## src/rtl/mbx_irq_pkg.sv

```systemverilog
package mbx_irq_pkg;
  localparam int NUM_LINES = 2;
  typedef enum logic [1:0] {
    ADDR_MASK = 2'd0,
    ADDR_LSEL = 2'd1,
    ADDR_LEN  = 2'd2,
    ADDR_FCLR = 2'd3
  } reg_addr_e;
endpackage

```

## src/rtl/mbx_cfg_regs.sv

```systemverilog
module mbx_cfg_regs
  import mbx_irq_pkg::*;
#(
  parameter int N_MBOX = 32,
  parameter int REG_W  = 32
) (
  input  logic              clk,
  input  logic              rst_n,
  input  logic              wr_en,
  input  logic [1:0]        wr_addr,
  input  logic [REG_W-1:0]  wr_data,
  output logic [N_MBOX-1:0] mask_q,
  output logic [N_MBOX-1:0] sel_q,
  output logic [NUM_LINES-1:0] en_q
);
  logic [N_MBOX-1:0]    mask_d, sel_d;
  logic [NUM_LINES-1:0] en_d;
  logic mask_we, sel_we, en_we;

  assign mask_we = wr_en && (wr_addr == ADDR_MASK);
  assign sel_we  = wr_en && (wr_addr == ADDR_LSEL);
  assign en_we   = wr_en && (wr_addr == ADDR_LEN);

  always_comb begin
    mask_d = mask_q;
    sel_d  = sel_q;
    en_d   = en_q;
    if (mask_we) mask_d = wr_data[N_MBOX-1:0];
    if (sel_we)  sel_d  = wr_data[N_MBOX-1:0];
    if (en_we)   en_d   = wr_data[NUM_LINES-1:0];
  end

  always_ff @(posedge clk or negedge rst_n) begin
    if (!rst_n) begin
      mask_q <= '0;
      sel_q  <= '0;
      en_q   <= '0;
    end else begin
      mask_q <= mask_d;
      sel_q  <= sel_d;
      en_q   <= en_d;
    end
  end
endmodule

```

## src/rtl/mbx_flag_store.sv

```systemverilog
module mbx_flag_store #(
  parameter int N_MBOX = 32
) (
  input  logic              clk,
  input  logic              rst_n,
  input  logic [N_MBOX-1:0] set_i,
  input  logic              clr_en,
  input  logic [N_MBOX-1:0] clr_bits,
  output logic [N_MBOX-1:0] flags_q
);
  logic [N_MBOX-1:0] clr_vec, flags_d;

  assign clr_vec = clr_en ? clr_bits : '0;

  always_comb begin
    flags_d = (flags_q & ~clr_vec) | set_i;
  end

  always_ff @(posedge clk or negedge rst_n) begin
    if (!rst_n) flags_q <= '0;
    else        flags_q <= flags_d;
  end
endmodule

```

## src/rtl/mbx_prio_enc.sv

```systemverilog
module mbx_prio_enc #(
  parameter int N_MBOX = 32,
  parameter int IDX_W  = $clog2(N_MBOX)
) (
  input  logic [N_MBOX-1:0] req_i,
  output logic [IDX_W-1:0]  idx_o,
  output logic              any_o
);
  always_comb begin
    idx_o = '0;
    any_o = 1'b0;
    for (int i = 0; i < N_MBOX; i++) begin
      if (req_i[i]) begin
        idx_o = i[IDX_W-1:0];
        any_o = 1'b1;
      end
    end
  end
endmodule

```

## src/rtl/mbx_irq_prio.sv

```systemverilog
module mbx_irq_prio
  import mbx_irq_pkg::*;
#(
  parameter int N_MBOX = 32,
  parameter int REG_W  = 32,
  localparam int IDX_W = $clog2(N_MBOX)
) (
  input  logic              clk,
  input  logic              rst_n,
  input  logic [N_MBOX-1:0] evt_set,
  input  logic              wr_en,
  input  logic [1:0]        wr_addr,
  input  logic [REG_W-1:0]  wr_data,
  output logic [N_MBOX-1:0] pending_o,
  output logic [1:0]        irq_o,
  output logic [1:0]        act_o,
  output logic [IDX_W-1:0]  vec0_o,
  output logic [IDX_W-1:0]  vec1_o
);
  logic [N_MBOX-1:0]    flags_q, mask_q, sel_q;
  logic [NUM_LINES-1:0] en_q;
  logic [NUM_LINES-1:0] irq_d, irq_q, any_w;
  logic [IDX_W-1:0]     vec_w [NUM_LINES];
  logic                 clr_en;
  logic                 unused_hi;

  assign unused_hi = ^wr_data;
  assign clr_en    = wr_en && (wr_addr == ADDR_FCLR);

  mbx_cfg_regs #(.N_MBOX(N_MBOX), .REG_W(REG_W)) u_cfg (
    .clk(clk), .rst_n(rst_n), .wr_en(wr_en), .wr_addr(wr_addr),
    .wr_data(wr_data), .mask_q(mask_q), .sel_q(sel_q), .en_q(en_q)
  );

  mbx_flag_store #(.N_MBOX(N_MBOX)) u_flags (
    .clk(clk), .rst_n(rst_n), .set_i(evt_set), .clr_en(clr_en),
    .clr_bits(wr_data[N_MBOX-1:0]), .flags_q(flags_q)
  );

  for (genvar l = 0; l < NUM_LINES; l++) begin : g_line
    logic [N_MBOX-1:0] qual;
    assign qual = flags_q & mask_q & ((l == 1) ? sel_q : ~sel_q);
    mbx_prio_enc #(.N_MBOX(N_MBOX), .IDX_W(IDX_W)) u_enc (
      .req_i(qual), .idx_o(vec_w[l]), .any_o(any_w[l])
    );
    assign irq_d[l] = en_q[l] & any_w[l];
  end

  always_ff @(posedge clk or negedge rst_n) begin
    if (!rst_n) irq_q <= '0;
    else        irq_q <= irq_d;
  end

  assign pending_o = flags_q;
  assign irq_o     = irq_q;
  assign act_o     = any_w;
  assign vec0_o    = vec_w[0];
  assign vec1_o    = vec_w[1];
endmodule

```

## config.mk

```make
export PLATFORM = sky130hd
export DESIGN_NAME = mbx_irq_prio
export DESIGN_NICKNAME = d
export VERILOG_FILES = /design/src/rtl/mbx_irq_pkg.sv /design/src/rtl/mbx_cfg_regs.sv /design/src/rtl/mbx_flag_store.sv /design/src/rtl/mbx_prio_enc.sv /design/src/rtl/mbx_irq_prio.sv
export SDC_FILE = /design/constraint.sdc
export NUM_CORES = 1
export LEC_CHECK = 0
export ABC_CLOCK_PERIOD_IN_PS = 3880
export BUFFER_PORTS_ARGS = -buffer_cell sky130_fd_sc_hd__buf_2
export CAP_MARGIN = 20
export CORE_UTILIZATION = 30
export CTS_BUF_LIST = sky130_fd_sc_hd__clkbuf_4
export DETAILED_ROUTE_END_ITERATION = 7
export GPL_TIMING_DRIVEN = 0
export PLACE_DENSITY = 0.48
export SLEW_MARGIN = 20
export SYNTH_ARGS = -nofsm -noshare
export SYNTH_HDL_FRONTEND = slang
export SYNTH_SLANG_ARGS = --single-unit
export TNS_END_PERCENT = 30
```

## constraint.sdc

```tcl
create_clock -name clk -period 3.88 [get_ports clk]
set_input_delay 0.776 -clock clk [delete_from_list [all_inputs] [get_ports clk]]
set_output_delay 0.776 -clock clk [all_outputs]
set_load 0.1 [all_outputs]
```

==> reports/summary.txt <==
Status: finished, final reports clean
Worst Setup EP: vec0_o[0]
Worst vdd ir: 280 uV
CTS clk-pin slew, worst paths: 0.15 ns
CTS H-Tree Depth: 3
Drt total wl: 12900 um
Port Buf Inserts: 114
Synth Register Bits: 100
RR Endpoint: irq_o[1]$_DFF_PN0_
Post-DR wirelength/cell: 16.3 um
Share of cells above drive strength 1: 0.304
Placed cell areas: 0.00576 mm^2
Initial core utilization: 0.307
Crit end category: output port
CP top delay family: compound AO/OA/AOI/OAI gates
Clock Path Buffers: 2
Dominant synthesized flop cell: dfrtp_1
Avg Cell Area, Syn: 11.1 um^2
Pwr/cell area: 515 mW/mm^2
Tightest Pin Transition: 0.639 ns
Max Fclk: 283 MHz
Initial antenna violation count: 1
WP buf/inv: 1
Total core area: 0.0159 mm^2
Cts repair resizes: 0
Synth top area cells: dfrtp_1, mux2_2, mux2_1
Largest net degree at the start of global routing: 58
# nets final: 636
Met2 Track Usage GR: 0.258
Area leader, netlist: dfrtp_1
# hold bufs at CTS: 0
Met1 Usage GRT: 0.216
CP Depth: 6
Num ports: 115
Critical path required time: 3.10 ns
Syn Nets: 510
Die Height: 130 um
Fin area: 0.00589 mm^2
Worst skew pair latency: 0.48 ns
Hpwl dp: 10100 um
Launch point of the worst reg-to-reg path: u_flags.flags_q[7]$_DFF_PN0_
Die area: 0.0168 mm^2
Final GP Congestion: 0.803
P&R area growth vs syn: 20.7%
Arrival time at the worst endpoint: 2.75 ns
Post-route ant nets: 0
Kind of critical path: reg2out
RSZ-0062 raised after global routing: false
Maxcap violations: 0
Hold WC Path Type: in2async
Post-CTS setup buffers: 0
First-pass GRT wire length: 20300 um
Gr ovfl total: 0
Total chip power: 3.04 mW
LEAKAGE: 2.53 nW
Synth unique cells: 46
# setup viols final: 0
CP cell instances: and3b_1 > o311ai_2 > a211oi_1 > o311a_1 > a211oi_2 > buf_2
Root Driver: clkbuf_4
Post-synthesis cell area: 0.00488 mm^2
CP Launch Point: u_flags.flags_q[2]$_DFF_PN0_
Type of origin of the critical path: register
Reg2Reg Setup Slack: 2.01 ns
CTS Sinks: 100
Most common cell after layout, fill and taps aside: buf_2
Tot GR Track Use: 0.163
Initial DRC count: 127
Met3 usage: 0.0289
Std-Cell Rows: 46
DRC violations left: 0
Via/cell ratio: 4.88
Dpl cells: 772
Synth Instances: 441
Post-synth top area share: 0.513
Die Span X: 130 um
CTS tree: yes
Critical path's slowest cell: buf_2
Warnings, synthesis: 0
Period minus WS final: 3.53 ns
Vias in the first global route: 3820
Hold Vio Cnt, Final: 0
CP max stage delay: 0.48 ns
Worst slew margin: 0.574
Via count: 3853
Skew final: 0.0163 ns
EDFF count, synth: 0
Total CTS buffers: 9
Drt first pass iters: 4
Most frequent cells in the layout: buf_2, dfrtp_1, nand2_1, mux2_2, a21o_1
Setup slack after layout: 0.351 ns
Final Max Tran Viols: 0
Gr busiest metal: met2
DP Worst Slack: 0.904 ns
Ratio of final minimum period to clock period: 0.910
Register area share after synthesis: 0.513
CP Max Fanout: 5
Asr flop ratio synth: 1.00
Worst reg2reg path depth: 5
Post-Layout Cell Count: 789
[cell families (layout without fill, tap and decap cells)]
logic type	Yosys count	after routing	synth area share
flops	100	100	0.513
buf+inv	13	144	0.0126
simple gates	185	185	0.207
other cells	0	1	0
mux	66	66	0.152
compound gates	77	77	0.116
[layer usage]
layer	routed length, um	vias up
li1	-	1876
met1	5960	1855
met2	6000	100
met3	560	22
met4	359	0
met5	0	-
[flip-flops by register name, summed over array words and instances (netlist names)]
register and flops:
u_cfg.mask_q 32, u_cfg.en_q 2, irq_o 2, u_flags.flags_q 32, u_cfg.sel_q 32
[how the worst min path moves through the flow]
stage	cells past startpoint	slack (ns)	to
floorplan	1	0.45	irq_o[0]$_DFF_PN0_
global placement	1	0.46	irq_o[0]$_DFF_PN0_
detailed placement	1	0.46	irq_o[0]$_DFF_PN0_
CTS	1	0.16	u_flags.flags_q[3]$_DFF_PN0_
global route	1	0.18	u_flags.flags_q[3]$_DFF_PN0_
finish	1	0.18	u_flags.flags_q[3]$_DFF_PN0_
[per-stage QoR]
| step | util | TNS [ns] | hold slack [ns] |
|---|---|---|---|
| global route | 0.371 | 0 | 0.185 |
| finish | 0.371 | 0 | 0.180 |
| floorplan | - | -1.77 | 0.447 |
| global placement | 0.360 | 0 | 0.461 |
| detailed placement | 0.363 | 0 | 0.460 |
| CTS | 0.371 | 0 | 0.159 |
[cell usage after synthesis (all sizes together), types with 2 or more instances]
cell type	number
a31oi	3
mux2	66
o21ai	6
dfrtp	100
nor2	13
nor2b	3
nand2	59
nor4	2
nand4	13
nand3	32
nor3	3
and2	5
and3	11
o31ai	2
o211ai	3
buf	7
clkbuf	5
a211o	3
a211oi	4
a21o	33
a21boi	2
o21a	2
nand2b	6
nand3b	24
a21oi	9
nor4b	2
and3b	10
[final cells by class]
cell class                      instances  area (um^2)
Clock buffer                           10         75.1
Fill cell                            1666         9990
Multi-Input combinational cell        328         2320
Sequential cell                       100         2500
Antenna cell                            1         2.50
Buffer                                 12         57.6
Clock inverter                          6         55.1
Timing Repair Buffer                  115          604
Inverter                                1         3.75
Tap cell                              216          270
[power by group]
| part | leakage [nW] | switching [mW] | total, mW | internal (mW) |
|---|---|---|---|---|
| combinational | 1.36 | 0.823 | 1.19 | 0.371 |
| clock | 0.0729 | 0.350 | 0.548 | 0.198 |
| sequential | 1.10 | 0.106 | 1.29 | 1.19 |
No activity file was read; power rests on OpenSTA's default activity.
